==> src/rtl/hfs_pkg.sv <==
`timescale 1ns/1ps
package hfs_pkg;
  typedef enum logic [1:0] {
    REG_STATUS = 2'd0,
    REG_TXLWM  = 2'd1,
    REG_RXHWM  = 2'd2,
    REG_DATA   = 2'd3
  } reg_sel_e;

  localparam int NUM_EVENTS = 3;
  localparam int EV_RXSTART = 0;
  localparam int EV_RXEND   = 1;
  localparam int EV_TXEND   = 2;
endpackage

==> src/rtl/hfs_byte_fifo.sv <==
`timescale 1ns/1ps
module hfs_byte_fifo #(
  parameter int W     = 8,
  parameter int DEPTH = 128,
  parameter int CW    = $clog2(DEPTH + 1)
) (
  input  logic          clk,
  input  logic          rst_n,
  input  logic          push,
  input  logic [W-1:0]  wdata,
  input  logic          pop,
  output logic [W-1:0]  rdata,
  output logic [CW-1:0] count,
  output logic          full,
  output logic          empty
);
  localparam int AW = (DEPTH > 1) ? $clog2(DEPTH) : 1;

  logic [W-1:0]  mem [DEPTH];
  logic [AW-1:0] wptr, rptr;
  logic          push_ok, pop_ok;

  assign full    = (count == CW'(DEPTH));
  assign empty   = (count == '0);
  assign push_ok = push && !full;
  assign pop_ok  = pop && !empty;
  assign rdata   = mem[rptr];

  function automatic logic [AW-1:0] bump(input logic [AW-1:0] p);
    return (p == AW'(DEPTH - 1)) ? '0 : p + 1'b1;
  endfunction

  always_ff @(posedge clk) begin
    if (push_ok) mem[wptr] <= wdata;
  end

  always_ff @(posedge clk or negedge rst_n) begin
    if (!rst_n) begin
      wptr  <= '0;
      rptr  <= '0;
      count <= '0;
    end else begin
      if (push_ok) wptr <= bump(wptr);
      if (pop_ok)  rptr <= bump(rptr);
      unique case ({push_ok, pop_ok})
        2'b10:   count <= count + 1'b1;
        2'b01:   count <= count - 1'b1;
        default: count <= count;
      endcase
    end
  end

  // occupancy never exceeds the depth
  a_r10_count_bound: assert property (@(posedge clk) disable iff (!rst_n)
    count <= CW'(DEPTH));

  // a push into a full FIFO with no pop leaves the count unchanged
  a_r12_full_push_dropped: assert property (@(posedge clk) disable iff (!rst_n)
    (push && full && !pop) |=> (count == $past(count)));

  // a pop of an empty FIFO with no push leaves it empty
  a_r13_empty_pop_noop: assert property (@(posedge clk) disable iff (!rst_n)
    (pop && empty && !push) |=> empty);
endmodule

==> src/rtl/hfs_event_bank.sv <==
`timescale 1ns/1ps
module hfs_event_bank #(
  parameter int N = 3
) (
  input  logic         clk,
  input  logic         rst_n,
  input  logic [N-1:0] set,
  input  logic         clr,
  output logic [N-1:0] q
);
  for (genvar i = 0; i < N; i++) begin : g_bit
    always_ff @(posedge clk or negedge rst_n) begin
      if (!rst_n)      q[i] <= 1'b0;
      else if (set[i]) q[i] <= 1'b1;
      else if (clr)    q[i] <= 1'b0;
    end
  end

  // a pulse is never lost, even against a clearing read
  a_r9_set_survives_clear: assert property (@(posedge clk) disable iff (!rst_n)
    (|set) |=> ((q & $past(set)) == $past(set)));

  // a clear with no pulse empties the bank
  a_r6_clear_empties: assert property (@(posedge clk) disable iff (!rst_n)
    (clr && (set == '0)) |=> (q == '0));

  // without a clear, no bit falls
  a_r6_bits_hold: assert property (@(posedge clk) disable iff (!rst_n)
    !clr |=> ((q & $past(q)) == $past(q)));
endmodule

==> src/rtl/hdlc_fifo_status.sv <==
`timescale 1ns/1ps
module hdlc_fifo_status
  import hfs_pkg::*;
#(
  parameter int DEPTH = 128,
  parameter int W     = 8
) (
  input  logic         clk,
  input  logic         rst_n,
  input  logic [1:0]   host_addr,
  input  logic         host_wr,
  input  logic         host_rd,
  input  logic [W-1:0] host_wdata,
  output logic [W-1:0] host_rdata,
  output logic [W-1:0] tx_data,
  output logic         tx_valid,
  input  logic         tx_ready,
  input  logic         rx_push,
  input  logic [W-1:0] rx_data,
  output logic         rx_overrun,
  input  logic         ev_rx_start,
  input  logic         ev_rx_end,
  input  logic         ev_tx_end
);
  localparam int CW = $clog2(DEPTH + 1);

  reg_sel_e              sel;
  logic [CW-1:0]         tx_cnt, rx_cnt;
  logic                  tx_full, tx_empty, rx_full, rx_empty;
  logic [W-1:0]          rx_head;
  logic [W-1:0]          tx_lwm, rx_hwm;
  logic [NUM_EVENTS-1:0] ev_set, ev_q;
  logic                  tx_wr, rx_rd, stat_rd;
  logic [7:0]            status;

  assign sel     = reg_sel_e'(host_addr);
  assign tx_wr   = host_wr && (sel == REG_DATA);
  assign rx_rd   = host_rd && (sel == REG_DATA);
  assign stat_rd = host_rd && (sel == REG_STATUS);

  always_ff @(posedge clk or negedge rst_n) begin
    if (!rst_n) begin
      tx_lwm <= '0;
      rx_hwm <= '0;
    end else if (host_wr) begin
      if (sel == REG_TXLWM) tx_lwm <= host_wdata;
      if (sel == REG_RXHWM) rx_hwm <= host_wdata;
    end
  end

  hfs_byte_fifo #(.W(W), .DEPTH(DEPTH), .CW(CW)) u_txq (
    .clk(clk), .rst_n(rst_n),
    .push(tx_wr), .wdata(host_wdata),
    .pop(tx_ready), .rdata(tx_data),
    .count(tx_cnt), .full(tx_full), .empty(tx_empty)
  );

  hfs_byte_fifo #(.W(W), .DEPTH(DEPTH), .CW(CW)) u_rxq (
    .clk(clk), .rst_n(rst_n),
    .push(rx_push), .wdata(rx_data),
    .pop(rx_rd), .rdata(rx_head),
    .count(rx_cnt), .full(rx_full), .empty(rx_empty)
  );

  assign tx_valid   = !tx_empty;
  assign rx_overrun = rx_push && rx_full;

  always_comb begin
    ev_set             = '0;
    ev_set[EV_RXSTART] = ev_rx_start;
    ev_set[EV_RXEND]   = ev_rx_end || rx_overrun;
    ev_set[EV_TXEND]   = ev_tx_end;
  end

  hfs_event_bank #(.N(NUM_EVENTS)) u_events (
    .clk(clk), .rst_n(rst_n), .set(ev_set), .clr(stat_rd), .q(ev_q)
  );

  always_comb begin
    status    = '0;
    status[0] = !tx_full;
    status[1] = {{(W + 1 - CW){1'b0}}, tx_cnt} < {1'b0, tx_lwm};
    status[2] = !rx_empty;
    status[3] = {{(W + 1 - CW){1'b0}}, rx_cnt} > {1'b0, rx_hwm};
    status[4] = ev_q[EV_RXSTART];
    status[5] = ev_q[EV_RXEND];
    status[6] = ev_q[EV_TXEND];
    if (!rst_n) status = '0;
  end

  always_comb begin
    unique case (sel)
      REG_STATUS: host_rdata = status;
      REG_TXLWM:  host_rdata = tx_lwm;
      REG_RXHWM:  host_rdata = rx_hwm;
      default:    host_rdata = rx_empty ? '0 : rx_head;
    endcase
  end

  // a dropped receive push leaves the packet-end bit set
  a_r7_overrun_sets_end: assert property (@(posedge clk) disable iff (!rst_n)
    rx_overrun |=> ev_q[EV_RXEND]);

  // a byte offered and not taken stays put
  a_r11_tx_hold: assert property (@(posedge clk) disable iff (!rst_n)
    (tx_valid && !tx_ready && !tx_wr) |=> (tx_valid && $stable(tx_data)));

  // the unused top bit of the status word is always low
  a_r9_top_bit_low: assert property (@(posedge clk) disable iff (!rst_n)
    (sel == REG_STATUS) |-> !host_rdata[7]);
endmodule

==> config.mk <==
export PLATFORM = sky130hd
export DESIGN_NAME = hdlc_fifo_status
export DESIGN_NICKNAME = d
export VERILOG_FILES = /design/src/rtl/hfs_pkg.sv /design/src/rtl/hfs_byte_fifo.sv /design/src/rtl/hfs_event_bank.sv /design/src/rtl/hdlc_fifo_status.sv
export SDC_FILE = /design/constraint.sdc
export NUM_CORES = 2
export LEC_CHECK = 0
export ABC_AREA = 0
export BUFFER_PORTS_ARGS = -buffer_cell sky130_fd_sc_hd__buf_2
export CORE_UTILIZATION = 61
export CTS_CLUSTER_SIZE = 24
export DETAILED_ROUTE_END_ITERATION = 8
export GPL_TIMING_DRIVEN = 0
export PLACE_DENSITY_LB_ADDON = 0.3
export SLEW_MARGIN = 20
export SYNTH_ARGS = -nofsm -noshare
export SYNTH_HDL_FRONTEND = slang
export SYNTH_HIERARCHICAL = 1
export SYNTH_SLANG_ARGS = --single-unit
==> constraint.sdc <==
create_clock -name clk -period 8.3 [get_ports clk]
set_clock_uncertainty 0.2 [all_clocks]
set_input_delay 0.83 -clock clk [delete_from_list [all_inputs] [get_ports clk]]
set_output_delay 0.83 -clock clk [all_outputs]
set_load 0.03 [all_outputs]
==> summary by stage <==
Synthesis
After synthesis the cells add up to 83300 um2. In this run the mean area of a mapped cell was 20.0 um2. The net count of the mapped netlist is 4226.

Among all flip-flop cells after synthesis, the most frequent one is edfxtp_1. In the synthesized netlist, the number of instances is 4164. The number of synthesized flops with an enable pin is 2048. The largest total area in the synthesized netlist belongs to edfxtp_1. For this run, the register share of the synthesized area comes to 0.758. For this run, the number of Yosys warnings is 6. The share of the synthesized area in the top cell type is 0.739. The proportion of register bits with asynchronous set or reset after synthesis is 0.0298. The synthesized design contains 2111 register bits. The number of distinct library cell variants in the gate-level netlist after synthesis is 66. By area the synthesized netlist is led by edfxtp_1 (74%), mux4_2 (11%), mux2i_1 (2.7%).

Timing
The period utilization is 0.893. The minimum clock period is 7.41 ns. The max-slew violation count is 0. The setup-violating endpoint count in the final report is 0. The accumulated negative setup slack is 0 ns. Setup repair after global routing left no endpoint under its margin. Timing would allow up to 135 MHz. The hold violation count in the final report came to 0. Measured against its own limit, the worst slew margin works out to 0.0643.

At the pin with the least slew margin, the transition time is 1.40 ns.

Clock network
CTS saw 2111 sinks. The post-cts sizing count is 0. The clock passes through at most 3 buffers. The cell sitting at the root of the clock tree is a clkbuf_16. Clock-pin slew was measured on the worst setup and hold paths at 0.06 ns. The buffers inserted during post-CTS setup optimization is 0. For the worst-skew pair, the clock arrives at the later sink with an insertion delay of 0.84 ns. The hold buffer count at CTS is 3. The clock buffer count from CTS is 197.

The CTS tree is done. CTS built an H-tree with a depth of 4.

GRT
The first global-routing pass estimated 334 mm of wire. The pin count of the biggest net entering global routing is 107. The number of antenna violations at the first check in global routing came to 4. The total global-route track usage is 0.353.

The aggregate global routing overflow is 0. The number of global-route vias before repair is 44600.

Floorplan
The number of placement rows is 135. The total I/O pin count is 45. The initial cell density of the core is 0.615. The die is 371 um tall. The die is 371 um wide. The core region is 135000 um2. The die footprint is 138000 um2.

Final layout
In the final layout, the share of cells above drive strength 1 is 0.199. The area overhead of the layout relative to synthesis is 11.1%. The post-route core utilization is 0.682. The leading cell type in the layout, fill and taps excluded is edfxtp_1. The filler cells instantiated in the layout total 8308.

The library cells used most frequently in the layout, excluding fill and tap cells, are edfxtp_1 (2048), mux4_2 (422), nor2_1 (311). The layout net count is 4487.

Routing
The remaining routing DRC violations is 0. The detailed-route wire length per cell is 37.6 um. After the first detailed-routing iteration, the DRC count stood at 7650.

Wires add up to 240 mm. Using the TritonRoute via totals, the vias-per-cell ratio works out to 7.23. The detailed-route via count is 46100. The first-pass iteration count of the detailed router is 9. The number of nets still failing antenna checks after routing is 0.

Critical path
In this run the register-to-register setup slack is 3.33 ns. The longest individual stage delay on the worst path is 1.13 ns. The critical path launch point type is a register. STA puts the critical path data arrival time at 6.38 ns. Measured in cells, the most critical reg-to-reg path has a length of 8. In this run the critical register-to-register path is launched from u_txq/count[0]. On the critical path the largest part of the delay comes from compound AO/OA/AOI/OAI gates.

The critical path goes through clkbuf_1 > nor2_1 > clkbuf_1 > clkbuf_1 > a22oi_1 > a211oi_1 > o32a_1 > a22oi_1 > a21oi_1 > buf_2. Of all nets on the critical path, the largest fanout is 10. The data required time of the critical path is 7.27 ns.

The sum of buffers and inverters on the critical path is 4. The critical path in this run is classified as reg2out. The reg-to-reg endpoint is u_txq/mem[102][0]. The cell with the biggest individual delay on the critical path is a211oi_1. The worst setup path is captured at a primary output. The cell seen most often among critical-path stages is clkbuf_1.

Placed design
The HPWL after detailed placement is 151 mm. The count of input and output buffers is 42. At the end of routability-driven placement, the weighted congestion stood at 1.01.

Worst hold path
For hold timing, the worst endpoint is u_events/q[1]. The number of stages on the worst hold path is 3. The tightest min-delay check is of the in2reg type.

The start point of the worst min-delay path is ev_rx_end.

Power and ir drop
The clock network power share is 0.302. Of the total power, the share spent switching nets is 0.329. The net load switching power is 9.49 mW. Of the total power, registers draw 0.418.

The power density relative to cell area is 311 nW/um2. The peak ir drop on the vdd network is 0.000237 V. In this run the static leakage power is 29.3 nW. The total internal power is 19.3 mW. The share of total power dissipated in combinational logic is 0.280.

Flow run
The tool flagged a number of max-cap violations equal to 0.

Run status
The run finished with clean final reports.
worst reg2reg max path, cell delays in order, from the launching register on:
cell	delay, ns
dfrtp_1	0.44
nor3_1	0.10
nand2_1	0.17
o21a_1	0.44
inv_1	0.31
nor2_1	0.34
nand3_1	0.90
clkbuf_1	0.78
nor2_1	0.91
worst max path at each step:
stage | start | end | slack [ns] | depth (start not counted)
floorplan | u_rxq/rptr[0] | host_rdata[1] | 4.40 | 13
global placement | u_rxq/rptr[3] | host_rdata[1] | 2.25 | 12
detailed placement | u_rxq/rptr[3] | host_rdata[1] | 2.20 | 12
CTS | u_rxq/rptr[3] | host_rdata[1] | 1.24 | 12
global route | u_rxq/rptr[3] | host_rdata[0] | 1.01 | 11
finish | u_rxq/rptr[3] | host_rdata[6] | 0.89 | 10
kinds of logic (layout without fill, tap and decap cells):
family | after synthesis | in the layout | share of synthesized area
flip-flops | 2111 | 2111 | 0.758
other | 0 | 3 | 0
AND/OR/NAND/NOR | 597 | 597 | 0.0321
adder cells (fa/ha/maj) | 35 | 35 | 0.00544
buffers and inverters | 259 | 683 | 0.0171
multiplexers | 666 | 666 | 0.144
XOR/XNOR | 22 | 22 | 0.00231
AO/OA/AOI/OAI | 474 | 474 | 0.0413
power by group through the flow:
stage / logic, mW / clock network [mW] / registers (mW)
2_1_floorplan: 4.39 / 0 / 12.2
3_3_place_gp: 7.56 / 0 / 12.3
3_5_place_dp: 7.67 / 0 / 12.2
4_1_cts: 7.73 / 8.74 / 12.0
5_1_grt: 8.08 / 9.13 / 12.0
6_report: 8.08 / 8.70 / 12.0
layout make-up:
class                           count  area [um2]  area share
Clock buffer                      259        5200      0.0563
Sequential cell                  2111       63100       0.682
Timing Repair Buffer               62         796     0.00861
Clock inverter                    103         932      0.0101
Buffer                            220        1280      0.0139
Multi-Input combinational cell   1794       18800       0.203
Inverter                           39         151     0.00164
Antenna cell                        3        7.51   0.0000812
Tap cell                         1781        2230      0.0241
synthesized netlist by cell type, types with 7 or more instances:
library cell  count
nor2b_1          27
dfrtp_1          63
o21ai_0          32
mux4_2          422
nand3b_1         12
edfxtp_1       2048
ha_1             33
buf_4            31
nor2_1          311
o32a_1           14
buf_2            59
o22ai_1          58
buf_1            10
inv_1            36
mux2_4            8
a2111oi_0        24
mux2_2            8
a221oi_1          7
nor3_1           22
a21o_1           10
a21oi_1          75
a22o_1           32
a22oi_1          74
mux2i_1         228
a211oi_1         39
nand3_1          36
xnor2_1          16
clkbuf_1         86
nand2b_1          7
and2_1           12
buf_6            34
nand2_1         122
o211ai_1         20
o221ai_1         42
routing by layer:
| layer | track usage | vias up | share of wire |
|---|---|---|---|
| met5 | 0 | - | 0.00017 |
| met3 | 0.0917 | 871 | 0.13 |
| met1 | 0.454 | 23500 | 0.33 |
| li1 | - | 17800 | - |
| met2 | 0.544 | 3915 | 0.46 |
| met4 | 0.218 | 6 | 0.076 |
sequential cells by signal (all words and copies together), names as in the netlist:
register,count
u_rxq/wptr,7
u_txq/wptr,7
u_txq/rptr,7
u_rxq/count,8
u_rxq/rptr,7
u_txq/count,8
u_rxq/mem,1024
rx_hwm,8
u_events/q,3
u_txq/mem,1024
tx_lwm,8
stage by stage:
| step | instance area [um2] | instances | setup WS (ns) | hold WS (ns) | power (mW) |
|---|---|---|---|---|---|
| 3_5_place_dp | 86300 | 6004 | 2.20 | 0.283 | 19.9 |
| 3_3_place_gp | 85700 | 5987 | 2.25 | 0.271 | 19.8 |
| 2_1_floorplan | 83300 | 4164 | 4.40 | 0.254 | 16.6 |
| 6_report | 92500 | 6372 | 0.892 | 0.0564 | 28.8 |
| 4_1_cts | 92400 | 6369 | 1.24 | 0.0223 | 28.5 |
| 5_1_grt | 92400 | 6369 | 1.01 | 0.0693 | 29.2 |
(Power assumes the default switching activity.)
